<file path="src/rtl/rr_pkg.sv">
package rr_pkg;
  localparam int NBANK = 3;
  localparam int BK_FAST = 0;
  localparam int BK_LARGE = 1;
  localparam int BK_RET = 2;

  typedef enum logic [1:0] {
    CAUSE_RESET = 2'd0,
    CAUSE_IRQ   = 2'd1,
    CAUSE_PIN   = 2'd2
  } wake_cause_e;

  typedef enum logic [2:0] {
    EV_NONE      = 3'd0,
    EV_POR       = 3'd1,
    EV_ENTER     = 3'd2,
    EV_EXIT_RST  = 3'd3,
    EV_EXIT_WAKE = 3'd4
  } pwr_evt_e;

  // control word: bit0 fast_en ... bit5 ret_keep
  typedef struct packed {
    logic ret_keep;
    logic ret_we;
    logic large_we;
    logic large_en;
    logic fast_we;
    logic fast_en;
  } ctrl_t;
endpackage

</file>
<file path="src/rtl/rr_policy.sv">
module rr_policy
  import rr_pkg::*;
(
  input  ctrl_t          ctrl,
  input  logic           por_evt,
  input  logic           dstby_enter,
  input  logic           dstby_exit,
  input  logic [1:0]     wake_cause,
  input  logic           in_standby,
  input  logic           busy,
  input  logic           ret_was_kept,
  output logic           evt_valid,
  output pwr_evt_e       evt_code,
  output logic [NBANK-1:0] clr_mask,
  output logic [NBANK-1:0] keep_flags,
  output logic           ctl_reset
);
  logic large_wr;

  always_comb begin
    evt_code = EV_NONE;
    if (!busy) begin
      if (por_evt)
        evt_code = in_standby ? EV_EXIT_RST : EV_POR;
      else if (dstby_exit && in_standby)
        evt_code = (wake_cause == CAUSE_RESET) ? EV_EXIT_RST : EV_EXIT_WAKE;
      else if (dstby_enter && !in_standby)
        evt_code = EV_ENTER;
    end
  end

  assign evt_valid = (evt_code != EV_NONE);
  assign large_wr  = ctrl.large_en & ctrl.large_we;

  always_comb begin
    clr_mask   = '0;
    keep_flags = '1;
    ctl_reset  = 1'b0;
    unique case (evt_code)
      EV_POR: begin
        clr_mask[BK_FAST]  = ctrl.fast_en & ctrl.fast_we;
        clr_mask[BK_LARGE] = large_wr;
        clr_mask[BK_RET]   = large_wr & ctrl.ret_we;
        keep_flags         = ~clr_mask;
        ctl_reset          = 1'b1;
      end
      EV_ENTER: begin
        clr_mask[BK_FAST]  = 1'b1;
        clr_mask[BK_LARGE] = 1'b1;
        clr_mask[BK_RET]   = ~ctrl.ret_keep;
        keep_flags         = ~clr_mask;
      end
      EV_EXIT_RST: begin
        clr_mask[BK_RET] = 1'b1;
        keep_flags       = '0;
        ctl_reset        = 1'b1;
      end
      EV_EXIT_WAKE: begin
        keep_flags         = '0;
        keep_flags[BK_RET] = ret_was_kept;
        ctl_reset          = 1'b1;
      end
      default: ;
    endcase
  end
endmodule

</file>
<file path="src/rtl/rr_clear_seq.sv">
module rr_clear_seq
  import rr_pkg::*;
#(
  parameter int CW = 4
) (
  input  logic             clk,
  input  logic             rst,
  input  logic             start,
  input  logic [NBANK-1:0] mask_in,
  output logic             busy,
  output logic [CW-1:0]    cnt,
  output logic [NBANK-1:0] mask,
  output logic             done
);
  localparam logic [CW-1:0] LAST = '1;

  always_ff @(posedge clk) begin
    if (rst) begin
      busy <= 1'b0;
      cnt  <= '0;
      mask <= '0;
    end else if (start && !busy) begin
      busy <= 1'b1;
      cnt  <= '0;
      mask <= mask_in;
    end else if (busy) begin
      if (cnt == LAST) begin
        busy <= 1'b0;
        mask <= '0;
      end else begin
        cnt <= cnt + 1'b1;
      end
    end
  end

  assign done = busy && (cnt == LAST);

  p_sweep_step_r6: assert property (@(posedge clk) disable iff (rst)
    (busy && cnt != LAST) |=> (busy && cnt == $past(cnt) + 1'b1));
  p_sweep_end_r6: assert property (@(posedge clk) disable iff (rst)
    (busy && cnt == LAST) |=> !busy);
endmodule

</file>
<file path="src/rtl/rr_ram_bank.sv">
module rr_ram_bank #(
  parameter int DW = 8,
  parameter int AW = 3
) (
  input  logic          clk,
  input  logic          we,
  input  logic [AW-1:0] addr,
  input  logic [DW-1:0] wdata,
  output logic [DW-1:0] q
);
  localparam int DEPTH = 1 << AW;
  logic [DW-1:0] mem [DEPTH];

  always_ff @(posedge clk) begin
    if (we) mem[addr] <= wdata;
    q <= mem[addr];
  end
endmodule

</file>
<file path="src/rtl/ram_retention_ctrl.sv">
module ram_retention_ctrl
  import rr_pkg::*;
#(
  parameter int DW       = 8,
  parameter int FAST_AW  = 3,
  parameter int LARGE_AW = 4,
  parameter int RET_AW   = 2,
  parameter int POISON   = 'hA5
) (
  input  logic                 clk,
  input  logic                 rst,
  input  logic                 reg_we,
  input  logic                 reg_addr,
  input  logic [5:0]           reg_wdata,
  output logic [5:0]           reg_rdata,
  input  logic                 por_evt,
  input  logic                 dstby_enter,
  input  logic                 dstby_exit,
  input  logic [1:0]           wake_cause,
  input  logic                 acc_en,
  input  logic                 acc_we,
  input  logic [1:0]           acc_bank,
  input  logic [((FAST_AW > LARGE_AW ? FAST_AW : LARGE_AW) > RET_AW ?
                 (FAST_AW > LARGE_AW ? FAST_AW : LARGE_AW) : RET_AW)-1:0] acc_addr,
  input  logic [DW-1:0]        acc_wdata,
  output logic [DW-1:0]        acc_rdata
);
  localparam int AW01   = (FAST_AW > LARGE_AW) ? FAST_AW : LARGE_AW;
  localparam int MAX_AW = (AW01 > RET_AW) ? AW01 : RET_AW;
  localparam logic [DW-1:0] POISON_W = DW'(POISON);

  ctrl_t              ctrl_q;
  logic [NBANK-1:0]   status_q;
  logic               standby_q;
  logic               pend_q;

  logic               evt_valid;
  pwr_evt_e           evt_code;
  logic [NBANK-1:0]   clr_mask;
  logic [NBANK-1:0]   keep_flags;
  logic               ctl_rst;

  logic               seq_busy;
  logic [MAX_AW-1:0]  seq_cnt;
  logic [NBANK-1:0]   seq_mask;
  logic               seq_done;

  logic               open;
  logic [NBANK-1:0]   rd_perm;
  logic [NBANK-1:0]   wr_perm;
  logic [NBANK-1:0]   wr_ok;
  logic               rd_ok;
  logic               rd_ok_q;
  logic [1:0]         sel_q;
  logic [DW-1:0]      bank_q [NBANK];

  rr_policy u_policy (
    .ctrl        (ctrl_q),
    .por_evt     (por_evt),
    .dstby_enter (dstby_enter),
    .dstby_exit  (dstby_exit),
    .wake_cause  (wake_cause),
    .in_standby  (standby_q),
    .busy        (seq_busy),
    .ret_was_kept(status_q[BK_RET]),
    .evt_valid   (evt_valid),
    .evt_code    (evt_code),
    .clr_mask    (clr_mask),
    .keep_flags  (keep_flags),
    .ctl_reset   (ctl_rst)
  );

  rr_clear_seq #(.CW(MAX_AW)) u_seq (
    .clk     (clk),
    .rst     (rst),
    .start   (evt_valid),
    .mask_in (clr_mask),
    .busy    (seq_busy),
    .cnt     (seq_cnt),
    .mask    (seq_mask),
    .done    (seq_done)
  );

  // access permissions
  assign open = acc_en && !seq_busy && !standby_q;
  assign rd_perm[BK_FAST]  = ctrl_q.fast_en;
  assign rd_perm[BK_LARGE] = ctrl_q.large_en;
  assign rd_perm[BK_RET]   = ctrl_q.large_en;
  assign wr_perm[BK_FAST]  = ctrl_q.fast_en & ctrl_q.fast_we;
  assign wr_perm[BK_LARGE] = ctrl_q.large_en & ctrl_q.large_we;
  assign wr_perm[BK_RET]   = ctrl_q.large_en & ctrl_q.large_we & ctrl_q.ret_we;

  always_comb begin
    rd_ok = 1'b0;
    for (int b = 0; b < NBANK; b++)
      if (acc_bank == 2'(b) && rd_perm[b]) rd_ok = open && !acc_we;
  end

  generate
    for (genvar b = 0; b < NBANK; b++) begin : g_bank
      localparam int BAW = (b == BK_FAST) ? FAST_AW : ((b == BK_LARGE) ? LARGE_AW : RET_AW);
      logic [BAW-1:0] addr;
      logic           we;
      logic [DW-1:0]  wd;

      assign wr_ok[b] = open && acc_we && (acc_bank == 2'(b)) && wr_perm[b];

      always_comb begin
        if (seq_busy) begin
          addr = seq_cnt[BAW-1:0];
          we   = seq_mask[b] && (int'(seq_cnt) < (1 << BAW));
          wd   = POISON_W;
        end else begin
          addr = acc_addr[BAW-1:0];
          we   = wr_ok[b];
          wd   = acc_wdata;
        end
      end

      rr_ram_bank #(.DW(DW), .AW(BAW)) u_mem (
        .clk   (clk),
        .we    (we),
        .addr  (addr),
        .wdata (wd),
        .q     (bank_q[b])
      );

      p_no_user_write_standby_r9: assert property (@(posedge clk) disable iff (rst)
        (standby_q && !seq_busy) |-> !we);
    end
  endgenerate

  always_ff @(posedge clk) begin
    if (rst) begin
      rd_ok_q <= 1'b0;
      sel_q   <= '0;
    end else begin
      rd_ok_q <= rd_ok;
      sel_q   <= acc_bank;
    end
  end

  always_comb begin
    acc_rdata = '0;
    if (rd_ok_q) begin
      case (sel_q)
        2'd0:    acc_rdata = bank_q[BK_FAST];
        2'd1:    acc_rdata = bank_q[BK_LARGE];
        2'd2:    acc_rdata = bank_q[BK_RET];
        default: acc_rdata = '0;
      endcase
    end
  end

  // control, status and standby state
  always_ff @(posedge clk) begin
    if (rst) begin
      ctrl_q    <= '0;
      status_q  <= '0;
      standby_q <= 1'b0;
      pend_q    <= 1'b0;
    end else begin
      if (reg_we && !reg_addr && !seq_busy) ctrl_q <= ctrl_t'(reg_wdata);
      if (evt_valid) begin
        status_q <= keep_flags;
        pend_q   <= ctl_rst;
        if (evt_code == EV_ENTER) standby_q <= 1'b1;
        else if (evt_code == EV_EXIT_RST || evt_code == EV_EXIT_WAKE) standby_q <= 1'b0;
      end
      if (seq_done && pend_q) begin
        ctrl_q <= '0;
        pend_q <= 1'b0;
      end
    end
  end

  always_ff @(posedge clk) begin
    if (rst) reg_rdata <= '0;
    else     reg_rdata <= reg_addr ? {1'b0, standby_q, seq_busy, status_q} : 6'(ctrl_q);
  end

  p_ctrl_hold_busy_r7: assert property (@(posedge clk) disable iff (rst)
    (seq_busy && $past(seq_busy)) |-> $stable(ctrl_q));
  p_ctrl_cleared_r7: assert property (@(posedge clk) disable iff (rst)
    ($fell(seq_busy) && $past(pend_q)) |-> (ctrl_q == '0));
  p_entry_status_r4: assert property (@(posedge clk) disable iff (rst)
    $rose(standby_q) |-> (status_q[BK_LARGE:BK_FAST] == 2'b00));
  p_idle_read_zero_r8: assert property (@(posedge clk) disable iff (rst)
    !$past(acc_en) |-> (acc_rdata == '0));
  p_standby_read_zero_r9: assert property (@(posedge clk) disable iff (rst)
    $past(standby_q) |-> (acc_rdata == '0));
endmodule

</file>
<file path="config.mk">
export PLATFORM = sky130hd
export DESIGN_NAME = ram_retention_ctrl
export DESIGN_NICKNAME = d
export VERILOG_FILES = /design/src/rtl/rr_pkg.sv /design/src/rtl/rr_policy.sv /design/src/rtl/rr_clear_seq.sv /design/src/rtl/rr_ram_bank.sv /design/src/rtl/ram_retention_ctrl.sv
export SDC_FILE = /design/constraint.sdc
export NUM_CORES = 1
export LEC_CHECK = 0
export BUFFER_PORTS_ARGS = -buffer_cell sky130_fd_sc_hd__buf_2
export CORE_ASPECT_RATIO = 0.8
export CORE_MARGIN = 2
export CORE_UTILIZATION = 40
export CTS_CLUSTER_SIZE = 25
export DETAILED_ROUTE_END_ITERATION = 7
export PLACE_DENSITY = 0.54
export SETUP_SLACK_MARGIN = 0.2
export SYNTH_ARGS = -nofsm -noshare
export SYNTH_HDL_FRONTEND = slang
export SYNTH_SLANG_ARGS = --single-unit
</file>
<file path="constraint.sdc">
create_clock -name clk -period 5.34 [get_ports clk]
set_clock_uncertainty 0.05 [all_clocks]
set_input_delay 0.267 -clock clk [delete_from_list [all_inputs] [get_ports clk]]
set_output_delay 0.267 -clock clk [all_outputs]
set_load 0.01 [all_outputs]
</file>
**After elaboration in Yosys (flattened, before gate mapping)**

Memory sizes are Yosys's and may differ from the RTL's. A register that Yosys moved wholly into a read port is not among the register bits.
Cells that the tools add are included.

- Flip-flop bits (word level): 28
- Memory bits (writable): 224
- Output and inout port bits: 14
- Memories: 3

Memories:

| memory | depth | bits a word | rd ports | clocked after Yosys merged registers in | write ports | RTL line | text |
|---|---|---|---|---|---|---|---|
| g_bank[1].u_mem.mem | 16 | 8 | 1 | 1 | 1 | rr_ram_bank.sv:12 | `logic [DW-1:0] mem [DEPTH];` |
| g_bank[0].u_mem.mem | 8 | 8 | 1 | 1 | 1 | rr_ram_bank.sv:12 |  |
| g_bank[2].u_mem.mem | 4 | 8 | 1 | 1 | 1 | rr_ram_bank.sv:12 |  |

- Add/sub/neg operators: 1
- Magnitude comparators: 2
- Eq/ne operators: 9
- Muxes and demuxes: 37
- Bitwise logic cells: 8
- Reductions and logical operators: 42

Operator list:

| cell | number |
|---|---|
| $mux 3 | 8 |
| $pmux 8 s3 | 1 |
| $logic_and 1x1->1 | 22 |
| $mux 1 | 18 |
| $mux 8 | 2 |
| $pmux 3 s4 | 1 |
| $reduce_and 2->1 | 4 |
| $eq 3x2->1 const B | 2 |
| $logic_not 2->1 | 3 |
| $mux 2 | 3 |
| $not 3->3 | 2 |
| $reduce_bool 2->1 | 3 |
| $reduce_or 2->1 | 3 |
| $mux 5 | 1 |
| $add 4x1->4 const B | 1 |
| $eq 2x1->1 const B | 2 |
| $eq 2x2->1 const B | 2 |
| $eq 4x4->1 const B | 1 |
| $logic_not 1->1 | 4 |
| $lt 4x3->1 const B | 1 |
| $lt 4x4->1 const B | 1 |
| $mux 4 | 1 |
| $pmux 2 s2 | 1 |
| $and 1x1->1 | 3 |
| other kinds (7) | 9 |

**Depth between registers and ports, before layout**

Gate-level depths: netlist (run 1).

- Depth after elaboration: 10
- Depth in mapped cells: 8
- Mapped depth without buffers: 5

**Cells and area by module**

Synthesis (run 1) repeated with hierarchy kept, for this count alone.

- Cells, all modules: 621
- Area, all modules: 10894.2 um2

Modules (own cells, without submodules):

| module | instances | cells each | area an instance (um2) | sequential area each (um2) |
|---|---|---|---|---|
| rr_ram_bank at g_bank[1].u_mem | 1 | 230 | 5067.4 | 4003.8 |
| rr_ram_bank at g_bank[0].u_mem | 1 | 129 | 2715.1 | 2082.0 |
| rr_ram_bank at g_bank[2].u_mem | 1 | 54 | 1360.1 | 1121.1 |
| ram_retention_ctrl | 1 | 129 | 1157.4 | 400.4 |
| rr_clear_seq | 1 | 43 | 366.6 | 160.2 |
| rr_policy | 1 | 36 | 227.7 | 0.0 |

**Least setup slack after synthesis (run 1)**

No wires, ideal clock.

- Kind: register to register
- From: register u_seq.busy
- To: memory g_bank[1].u_mem.mem[11][0] (enable)
- Data arrival time: 1860 ps
- Required time: 4920 ps
- Setup slack: 3059 ps
- Cell stages (with the launch flop): 8
- Clock period less this slack: 2281 ps
- Cells stage by stage: dfxtp_1 -> buf_4 -> buf_4 -> or2_1 -> clkbuf_1 -> o41ai_2 -> o21ai_1 -> nor2_1

- Cells in the longest elaborated chain, start to end: 9
- Elaborated cells on any way between the ends: 10

RTL lines:

| element | RTL line | text |
|---|---|---|
| from (decl) | rr_clear_seq.sv:10 | `output logic busy,` |
| from (signal assigned) | rr_clear_seq.sv:19 | `busy <= 1'b0;` |
| from (signal assigned) | rr_clear_seq.sv:23 | `busy <= 1'b1;` |
| from (signal assigned) | rr_clear_seq.sv:28 | `busy <= 1'b0;` |
| $logic_not 1->1 | ram_retention_ctrl.sv:85 | `assign open = acc_en && !seq_busy && !standby_q;` |
| $logic_and 1x1->1 (2 in a row) | ram_retention_ctrl.sv:85 |  |
| $logic_and 1x1->1 (3 in a row) | ram_retention_ctrl.sv:106 | `assign wr_ok[b] = open && acc_we && (acc_bank == 2'(b)) && wr_perm[b];` |
| $mux 1 | ram_retention_ctrl.sv:109 | `if (seq_busy) begin` |
| $mux 1 | rr_ram_bank.sv:15 | `if (we) mem[addr] <= wdata;` |
| $mux 1 (not written as such) | rr_ram_bank.sv:15 |  |
| to (decl) | rr_ram_bank.sv:12 |  |

Several ways; a longest one is shown, not always the timed one.

**Worst setup path after layout (run 1)**

- From: register u_seq.busy
- To: register g_bank[1].u_mem.q[1], read port of g_bank[1].u_mem.mem

- Cells in the longest elaborated chain, start to end: 1

RTL lines:

| element | RTL line | text |
|---|---|---|
| $mux 4 | ram_retention_ctrl.sv:109 |  |
| to (decl) | rr_ram_bank.sv:9 | `output logic [DW-1:0] q` |

Every way passes these cells.
A chain may end at the register's enable or synchronous reset.

==> results of run 1 <==
area by class of cell:
cell class | count | area, um2 | area share [%]
sequential | 276 | 7767 | 62.61
multi-input combinational | 353 | 2801 | 22.58
clock buffer | 30 | 696.9 | 5.617
tap | 357 | 446.7 | 3.600
timing repair buffer | 60 | 360.3 | 2.904
clock inverter | 19 | 322.8 | 2.602
inverter | 3 | 11.26 | 0.09076
registers in the layout, indices dropped and copies added, names as in the netlist:
| name | flops |
|---|---|
| g_bank.u_mem.mem | 224 |
| g_bank.u_mem.q | 24 |
| ctrl_q | 6 |
| reg_rdata | 6 |
| u_seq.cnt | 4 |
| status_q | 3 |
| u_seq.mask | 3 |
| sel_q | 2 |
| pend_q | 1 |
| rd_ok_q | 1 |
| standby_q | 1 |
| u_seq.busy | 1 |
routing by layer:
layer / vias up / track usage [%] / wire length (um)
li1: 2706 / - / -
met1: 3043 / 25.57 / 11410
met2: 178 / 30.72 / 12110
met3: 35 / 2.914 / 1384
met4: 0 / 4.325 / 532
met5: - / 0 / 0
cell families after synthesis:
| kind of cell | count (synthesis) | synth area share, % |
|---|---|---|
| flip-flops | 276 | 72.48 |
| AND/OR/NAND/NOR | 144 | 7.192 |
| multiplexers | 111 | 12.68 |
| AO/OA/AOI/OAI | 95 | 5.779 |
| buffers and inverters | 30 | 1.588 |
| XOR/XNOR | 2 | 0.1635 |
| adder cells (fa/ha/maj) | 1 | 0.1167 |
cell usage after synthesis, types with 3 or more instances:
| master | instances | area (um2) |
|---|---|---|
| a21o_1 | 3 | 22.52 |
| a21oi_1 | 8 | 40.04 |
| a22oi_1 | 11 | 82.58 |
| a31oi_1 | 9 | 56.30 |
| and2_1 | 8 | 50.05 |
| and3b_1 | 6 | 52.55 |
| buf_2 | 7 | 35.03 |
| buf_4 | 7 | 52.55 |
| buf_6 | 3 | 33.78 |
| clkbuf_1 | 10 | 37.54 |
| dfxtp_1 | 52 | 1041 |
| edfxtp_1 | 224 | 6726 |
| inv_1 | 3 | 11.26 |
| mux2_2 | 4 | 45.04 |
| mux2i_1 | 87 | 870.8 |
| mux4_2 | 19 | 427.9 |
| nand2_1 | 15 | 56.30 |
| nand2b_1 | 7 | 43.79 |
| nand3_1 | 5 | 25.02 |
| nand4_1 | 3 | 18.77 |
| nor2_1 | 56 | 210.2 |
| nor2b_1 | 8 | 50.05 |
| nor3_1 | 3 | 15.01 |
| nor3b_1 | 7 | 52.55 |
| o21ai_0 | 8 | 40.04 |
| o21ai_1 | 12 | 60.06 |
| o22ai_1 | 32 | 200.2 |
| or2_2 | 6 | 37.54 |
| or4_1 | 8 | 60.06 |
worst min path at each step:
stage / startpoint / end / slack (ps) / cells after the start
6_report: reg_addr / reg_rdata[5]$_SDFF_PP0_ / 20 / 2
5_1_grt: acc_bank[1] / sel_q[1]$_SDFF_PP0_ / 20 / 2
4_1_cts: reg_addr / reg_rdata[5]$_SDFF_PP0_ / 20 / 2
3_5_place_dp: u_seq.mask[1]$_SDFFE_PP0P_ / u_seq.mask[1]$_SDFFE_PP0P_ / 440 / 2
3_3_place_gp: u_seq.mask[1]$_SDFFE_PP0P_ / u_seq.mask[1]$_SDFFE_PP0P_ / 450 / 2
2_1_floorplan: acc_bank[0] / sel_q[0]$_SDFF_PP0_ / 350 / 1
repair_timing:
action                                 in CTS  in global routing
endpoints found under the hold margin       7                  0
resized for setup                           0                  0
hold buffers                                8                  0
power groups by stage:
stage | logic [mW] | registers, mW | clock network [mW]
global placement | 0.345 | 2.47 | 0
finish | 0.352 | 2.43 | 2.18
detailed placement | 0.352 | 2.47 | 0
CTS | 0.357 | 2.42 | 2.21
floorplan | 0.247 | 2.45 | 0
global route | 0.381 | 2.43 | 2.30
through the flow:
stage	setup WS [ps]	hold WS [ps]
2_1_floorplan	3059	345.2
3_3_place_gp	2007	445.1
3_5_place_dp	1947	444.9
4_1_cts	1889	20.90
5_1_grt	1691	16.75
6_report	1911	20.13
==> results.md, run 1 <==
- Status: finished clean
- Longest Clk Path Bufs: 3
- Register-to-Register Path Depth: 5
- Peak Freq: 0.2916 GHz
- Total power draw: 4.955 mW
- Slew Limit Fails: 0
- CP required: 5690 ps
- Worst Setup Path Type: reg2reg
- Nets: 753
- Sequential area share after synthesis: 72.48%
- Post-Syn Area: roughly 0.011 mm2
- Cell Rows: 53
- Commonest non-fill, non-tap cells in the layout: 224 x edfxtp_1, 86 x mux2i_1, 56 x nor2_1
- Worst-Skew Late Latency: 530 ps
- Critical path endpoint: g_bank[1].u_mem.q[1]$_DFF_P_
- P_leak: 4.366 nW
- Clk sinks: 276
- Synth unique cells: 50
- Critical Path Slowest Stage Cell: dfxtp_1
- Placed cell count: 1041
- R2R Setup Slk: 1910 ps
- Net Sw Frac: 21.39%
- CP cell instances: mux2i_4, buf_4, mux2i_1, o22ai_1, or4_1
- Die X: 187 um
- Area grow syn2layout: 15.77%
- # H-tree levels: 1
- Worst Path Arrival: 3780 ps
- Pwr per Cell Area: roughly 400 mW/mm2
- WL/cell: 23.17 um
- Crit-path max cell delay: 820 ps
- Int Pwr: 3.895 mW
- Final setup viols: 0
- Vias per cell: 5.430
- Fill count: 2297
- Cells after synthesis: roughly 660
- Reg2reg start: u_seq.busy$_SDFF_PP0_
- Initial antenna violation count: 0
- Post-detail-place hpwl: 16.32 mm
- RR Endpoint: g_bank[1].u_mem.q[1]$_DFF_P_
- ANT cells: 0
- Final Util: between 40% and 50%
- Inserted Clock Buffers: 27
- Minimum clock period: 3429 ps
- Flop pwr share: 49.0%
- Largest net degree at the start of global routing: 36
- Critical path depth: 5
- GPL Wtd Cong: 0.8383
- CTS tree: yes
- Buf/Inv on CP: 1
- Clock transition at the registers of the reported paths: roughly 60 ps
- Total setup buffers inserted after CTS: 0
- Primary FF master, synth: edfxtp_1
- Congestion Overflow GR: 0
- Global-route total usage across every layer: 18.41%
- Final hold vios: 0
- Hold crit path type: in2reg
- Layout cells sized above 1: 18.49%
- Crit. End Element: register
- Final Non-Filler Cells: ~1100
- Detailed-route DRC error count: 0
- Die area: between 0.02 and 0.03 mm2
- Fraction of registers with async set/reset: 0%
- Routed WL: 25.45 mm
- Initial DRC Count: ~540
- First-pass GRT wire length: 38.21 mm
- CP startpoint kind: register
- Number of global-route vias before repair: around 6000
- Setup TNS: 0 ps
- Drt pass-1 iters: 5
- Vias: 5962
- Post-synth EDFFs: approximately 220
- Clk root buf: clkbuf_16
- Maxcap violations: 0
- Boundary Pins: 45
- Delay-heaviest family, CP: multiplexers
- Core ar.: 0.02633 mm2
- #FFs+latches synth: 276
- Rel. slew slack: 14.65%
- Area after DPL: 0.01131 mm2
- Synth Net Count: a little under 700
- IO Port Bufs: 44
- Syn Area/Cell: 16.26 um2
- Peak VDD IR: around 0.00028 V
- Net load switching power: 1.060 mW
- Post-DRT Antenna Nets: 0
- DIE HEIGHT: 150.4 um
- Commonest non-fill, non-tap cell in the layout: edfxtp_1
- Initial Utilization: 40.71%
- Design area: 0.01241 mm2
- Comb pwr share: 7.1%
- Worst-Margin Slew: ~1300 ps
- Unrepaired setup endpoints after global routing: false
- Syn. warnings: 0
- Crit-path max FO: 35
- Period utilization: 64.21%
- CP startpoint: u_seq.busy$_SDFF_PP0_
- Clock share of power: 43.9%
Power figures use the tool's default switching activity.
==> run 2: changes to the inputs <==
ABC_AREA = 1   (was default)
clock period = 3.2 ns   (was 5.34 ns; I/O delays follow)
==> run 2 against run 1 <==
First-iteration DRC count rose by 40%. Synthesized cell count rose by 56%. Area after synthesis rose by 3.4%. Sequential cell count did not move. Die area rose by 3.3%. Global-route usage rose by 0.50 points. Critical path depth rose by 2. Total power rose by 65%. Clock-buffer cell count rose by 2. Largest power group unchanged.
==> results.md, run 2 <==
- Peak VDD IR: 0.0005624 V (+100%)
- Crit-path max cell delay: 530 ps (-290 ps)
- Design area: 0.01292 mm2 (+4.1%)
- # H-tree levels: 1 (unchanged)
- Vias per cell: 4.933 (-9.2%)
- Total power draw: 8.151 mW (+65%)
- Synth Net Count: 1058 (+53%)
- Worst-Margin Slew: 898.6 ps (-375.9 ps)
- Commonest non-fill, non-tap cells in the layout: 473 x nand2_1, 224 x edfxtp_1, 52 x dfxtp_1
- CP required: 3330 ps (-2360 ps)
- Boundary Pins: 45 (unchanged)
- Syn. warnings: 0 (unchanged)
- Critical Path Slowest Stage Cell: nor2_1
- Primary FF master, synth: edfxtp_1
- Clk sinks: 276 (unchanged)
- Post-DRT Antenna Nets: 0 (unchanged)
- Cells after synthesis: 1026 (+56%)
- Initial Utilization: 40.69% (about the same)
- Core ar.: 0.02723 mm2 (+3.4%)
- Worst Setup Path Type: reg2reg
- Detailed-route DRC error count: 0 (unchanged)
- Syn Area/Cell: 10.80 um2 (-34%)
- WL/cell: 18.04 um (-22%)
- Pwr per Cell Area: 631.0 mW/mm2 (+58%)
- Nets: 1149 (+53%)
- Worst Path Arrival: 2530 ps (-1250 ps)
- Unrepaired setup endpoints after global routing: false
- DIE HEIGHT: 152.9 um (+1.6%)
- Largest net degree at the start of global routing: 57 (+58%)
- P_leak: 5.055 nW (+16%)
- Synth unique cells: 31 (-38%)
- Final setup viols: 0 (unchanged)
- Commonest cells post-synth: 473 x nand2_1, 224 x edfxtp_1, 52 x dfxtp_1
- Status: finished clean
- Register-to-Register Path Depth: 7 (+2)
- Area grow syn2layout: 16.60%
- Layout cells sized above 1: 13.87% (-4.6 points)
- Initial DRC Count: 753 (+40%)
- Crit. End Element: register
- Cell Rows: 54 (+1.9%)
- Vias: 7414 (+24%)
- Inserted Clock Buffers: 28 (+3.7%)
- CP startpoint: u_seq.busy$_SDFF_PP0_
- #FFs+latches synth: 276 (unchanged)
- Clk root buf: clkbuf_16
- Final hold vios: 0 (unchanged)
- CP cell instances: buf_4, nand2_1, nand2_4, inv_4, nor2_4, inv_1, nor2_1
- IO Port Bufs: 44 (unchanged)
- Delay-heaviest family, CP: simple AND/OR/NAND/NOR gates
- Global-route total usage across every layer: 18.92% (+0.50 points)
- GPL Wtd Cong: 0.8459 (+0.91%)
- Hold Path Cell Cnt: 5 (+3)
- Worst-Skew Late Latency: 560 ps (+30 ps)
- Peak Freq: 0.4167 GHz (+43%)
- Slew Limit Fails: 0 (unchanged)
- Most flops, register: g_bank.u_mem.mem
- Buf/Inv on CP: 3 (+2)
- Minimum clock period: 2400 ps (-1029 ps)
- Routed WL: 27.11 mm (+6.6%)
- Initial antenna violation count: 1 (+1)
- First-pass GRT wire length: 41.83 mm (+9.5%)
- Post_cts resized: 0 (unchanged)
- R2R Setup Slk: 800 ps (-1110 ps)
- Post-synth EDFFs: 224 (unchanged)
- Congestion Overflow GR: 0 (unchanged)
- Longest Clk Path Bufs: 3 (unchanged)
- Die area: 0.02905 mm2 (+3.3%)
- Commonest non-fill, non-tap cell in the layout: nand2_1
- Total setup buffers inserted after CTS: 0 (unchanged)
- Fraction of registers with async set/reset: 0% (unchanged)
- Hold crit path type: in2reg
- Sequential area share after synthesis: 70.12% (-2.4 points)
- Most common cell in the netlist: nand2_1
- Synth top area cells: edfxtp_1 61%, nand2_1 16%, dfxtp_1 9.4%, nand4_1 2.0%, nand3_1 1.4%
- Die X: 190.1 um (+1.6%)
- Crit-path max FO: 26 (-26%)
- Biggest regs: g_bank.u_mem.mem: 224 flops, g_bank.u_mem.q: 24 flops
- Post-Syn Area: 0.01108 mm2 (+3.4%)
- Reg2reg start: u_seq.busy$_SDFF_PP0_
- Hold endpoint: status_q[2]$_SDFFE_PP0P_
- CP startpoint kind: register
- Drt pass-1 iters: 5 (unchanged)
- Period utilization: 74.99% (+11 points)
- Hold wc startpoint: dstby_enter
- Setup TNS: 0 ps (unchanged)
- Area after DPL: 0.01180 mm2 (+4.4%)
- ANT cells: 0 (unchanged)
- Leading area contributor after synthesis: edfxtp_1
- Number of global-route vias before repair: 7194 (+19%)
- Rel. slew slack: 39.95% (+25 points)
- Hold Buf Count CTS: 20 (+12)
- CTS tree: yes
- RR Endpoint: g_bank[2].u_mem.mem[3][5]$_DFFE_PP_
- Max FFs per register: 224 (unchanged)
- Clock transition at the registers of the reported paths: 60 ps (about the same)
- Synth top area share: 60.72% (-2.0 points)
- Maxcap violations: 0 (unchanged)
- Post-detail-place hpwl: 16.98 mm (+4.0%)
[run 2: cell families (layout without fill, tap and decap cells)]
family	Yosys count	count (layout)	share of synthesized area, %
xor gates and xnor gates	1	1	0.07907
adders and majority gates	1	1	0.1129
DFF	276	276	70.12
AOI/OAI and AO/OA	45	45	2.496
buffers and inverters	81	194	3.637
and+or+nand+nor	622	622	23.56
[run 2: final cells by class]
type	instances	area [um2]
tap	364	455.4
clock inverter	20	168.9
fill	2459	14310
multi-input combinational	669	2938
inverter	45	173.9
sequential	276	7767
timing repair buffer	97	668.1
clock buffer	32	745.7
[run 2: metal layers]
| metal | GRT usage, % | vias to the layer above | wire length, um |
|---|---|---|---|
| met5 | 0 | - | 0 |
| li1 | - | 3634 | - |
| met2 | 27.22 | 238 | 11450 |
| met3 | 3.467 | 39 | 1702 |
| met4 | 3.913 | 0 | 463 |
| met1 | 29.76 | 3503 | 13500 |
[run 2: worst register-to-register path, delay by kind of cell (launching register included)]
kind | cells | cell delay (ps)
and+or+nand+nor | 4 | 960
buffers and inverters | 3 | 690
DFF | 1 | 340
[run 2: stage by stage]
stage	utilization [%]	setup slack [ps]	std cells	hold WS [ps]
floorplan	-	1063	1026	204.5
global placement	43.35	825.2	1431	391.5
detailed placement	43.35	831.7	1431	397.8
CTS	47.44	803.8	1503	44.20
global route	47.44	606.3	1503	112.4
finish	47.44	800.3	1503	65.52
[run 2: report_power, final]
| group | switching, mW | total (mW) | internal (mW) |
|---|---|---|---|
| clock | 1.39 | 3.23 | 1.84 |
| combinational | 0.647 | 0.872 | 0.225 |
| sequential | 0.0381 | 4.05 | 4.01 |
[run 2: worst max path at each step]
| stage | to | slack, ps | cells past startpoint |
|---|---|---|---|
| 2_1_floorplan | g_bank[1].u_mem.mem[4][0]$_DFFE_PP_ | 1060 | 7 |
| 3_3_place_gp | g_bank[1].u_mem.mem[6][0]$_DFFE_PP_ | 830 | 7 |
| 3_5_place_dp | g_bank[2].u_mem.mem[3][2]$_DFFE_PP_ | 830 | 7 |
| 4_1_cts | g_bank[2].u_mem.mem[3][5]$_DFFE_PP_ | 800 | 7 |
| 5_1_grt | g_bank[2].u_mem.mem[3][5]$_DFFE_PP_ | 610 | 7 |
| 6_report | g_bank[2].u_mem.mem[3][5]$_DFFE_PP_ | 800 | 7 |
==> run 3: changes to the inputs <==
ABC_AREA = 0   (was 1)
clock period = 2.5 ns   (was 3.2 ns; I/O delays follow)
==> run 3 against run 2 <==
Critical path depth decreased by 1. Register-to-register slack got worse by 530 ps. Via count decreased by 17%. Worst hold slack got worse by 0.70 ps. Worst setup slack got worse by 530 ps. Non-clock buffer count increased by 11. Clock power increased by 34%.
==> results.md, run 3 (synthesis gave the netlist of run 1 again) <==
- CP required: 2680 ps (-650 ps)
- IO Port Bufs: 44 (unchanged)
- Hold crit path type: in2reg
- Unrepaired setup endpoints after global routing: true
- Largest net degree at the start of global routing: 33 (-42%)
- Longest Clk Path Bufs: 3 (unchanged)
- Initial Utilization: 40.71% (about the same)
- Worst Path Arrival: 2400 ps (-130 ps)
- Core ar.: 0.02633 mm2 (-3.3%)
- Worst-Skew Late Latency: 540 ps (-20 ps)
- P_leak: 4.606 nW (-8.9%)
- Setup TNS: 0 ps (unchanged)
- WL/cell: 22.06 um (+22%)
- CTS tree: yes
- Post-DRT Antenna Nets: 0 (unchanged)
- Number of global-route vias before repair: 6269 (-13%)
- Clock transition at the registers of the reported paths: 60 ps (about the same)
- Placed cell count: 1081 (-24%)
- Detailed-route DRC error count: 0 (unchanged)
- Die area: 0.02812 mm2 (-3.2%)
- Vias per cell: 5.352 (+8.5%)
- Status: finished clean
- Initial DRC Count: 577 (-23%)
- Pwr per Cell Area: 808.2 mW/mm2 (+28%)
- Final Non-Filler Cells: 1150 (-23%)
- Die X: 187 um (-1.6%)
- Total power draw: 10.33 mW (+27%)
- Max FFs per register: 224 (unchanged)
- Global-route total usage across every layer: 18.40% (-0.52 points)
- Crit-path max FO: 12 (-54%)
- Commonest non-fill, non-tap cell in the layout: edfxtp_1
- Clk sinks: 276 (unchanged)
- Period utilization: 88.99% (+14 points)
- Routed WL: 25.37 mm (-6.4%)
- Peak Freq: 0.4495 GHz (+7.9%)
- Boundary Pins: 45 (unchanged)
- Initial antenna violation count: 1 (unchanged)
- # H-tree levels: 1 (unchanged)
- Maxcap violations: 0 (unchanged)
- Inserted Clock Buffers: 28 (unchanged)
- Nets: 802 (-30%)
- Biggest regs: g_bank.u_mem.mem: 224 flops, g_bank.u_mem.q: 24 flops
- Drt pass-1 iters: 5 (unchanged)
- Minimum clock period: 2225 ps (-174.9 ps)
- Commonest non-fill, non-tap cells in the layout: 224 x edfxtp_1, 84 x mux2i_1, 55 x nor2_1
- Final hold vios: 0 (unchanged)
- Final setup viols: 0 (unchanged)
- First-pass GRT wire length: 38.57 mm (-7.8%)
- Cell Rows: 53 (-1.9%)
- Rel. slew slack: 46.70% (+6.7 points)
- Congestion Overflow GR: 0 (unchanged)
- Most flops, register: g_bank.u_mem.mem
- Vias: 6155 (-17%)
- DIE HEIGHT: 150.4 um (-1.6%)
- Clk root buf: clkbuf_16
- Layout cells sized above 1: 23.14% (+9.3 points)
- Slew Limit Fails: 0 (unchanged)
- CP startpoint kind: register
- Crit. End Element: register
- Worst-Margin Slew: 796.6 ps (-102.0 ps)
- GPL Wtd Cong: 0.8227 (-2.7%)
- Area grow syn2layout: 19.32%
- Worst Setup Path Type: reg2reg
- Post-detail-place hpwl: 16.33 mm (-3.8%)
- Peak VDD IR: 0.0005635 V (+0.19%)
## run 3: changes by cell type in the layout (fill, tap and decap cells not counted), sizes merged, moves of 15 or more
cell,before,now
nand2,478,15
a21oi,23,8
nand4,35,3
o22ai,0,32
mux4,0,19
nor3,26,3
inv,46,3
nand3,31,5
buf,77,95
mux2i,0,87
## run 3: what timing repair did
action | 4_1_cts | 5_1_grt
gates cloned | 1 | 0
resized for setup | 1 | 6
endpoints found under the setup margin | 2 | 147
buffers inserted | 1 | 1
pin swaps | 0 | 0
hold endpoints to repair | 20 | 0
hold buffers | 13 | 0
## run 3: critical path, stage by stage (launching register included)
cell and delay (ps):
dfxtp_2 340, buf_4 180, or2_1 310, o31ai_1 490, nand2b_1 200, nor2_1 140, buf_4 200
## run 3: layer usage
layer  wire [um]  global-route usage, %
met1       11680                  25.99
met2       12060                  30.43
met3        1172                  2.564
met4         455                  4.365
met5           0                      0
## run 3: path summary, 6_finish.rpt
check / startpoint / endpoint / slack (ps) / cells after the start
worst min-delay path: dstby_enter / u_seq.mask[1]$_SDFFE_PP0P_ / 60 / 5
worst min register to register: u_seq.mask[1]$_SDFFE_PP0P_ / u_seq.mask[1]$_SDFFE_PP0P_ / 460 / 2
worst max register to register: u_seq.busy$_SDFF_PP0_ / g_bank[0].u_mem.mem[5][6]$_DFFE_PP_ / 280 / 6
worst max-delay path: u_seq.busy$_SDFF_PP0_ / g_bank[0].u_mem.mem[5][6]$_DFFE_PP_ / 280 / 6
## run 3: report_power, final
part / internal, mW / leakage [nW] / total [mW] / switching (mW)
combinational: 0.340 / 1.70 / 0.835 / 0.495
sequential: 5.10 / 2.44 / 5.18 / 0.0741
clock: 2.64 / 0.466 / 4.32 / 1.68
total: 8.08 / 4.61 / 10.3 / 2.25
## run 3: final cells by class
type	instances	area (um2)
diodes	2	5.005
clock buffers	39	803.3
clock inverters	12	156.4
fillers	2255	13540
inverters	3	11.26
multi-input cells	353	2818
flip-flops and latches	276	7769
well taps	357	446.7
repair buffers	108	778.2
## run 3: through the flow
stage | area (um2) | worst slack (ps) | hold WS, ps | util [%]
finish | 12790 | 275.2 | 64.82 | 48.57
global route | 12780 | 166.9 | 78.21 | 48.55
CTS | 12770 | 202.6 | 41.55 | 48.49
detailed placement | 11630 | 168.3 | 322.0 | 44.19
global placement | 11630 | 236.2 | 314.3 | 44.19
floorplan | 10720 | 219.5 | 203.2 | -
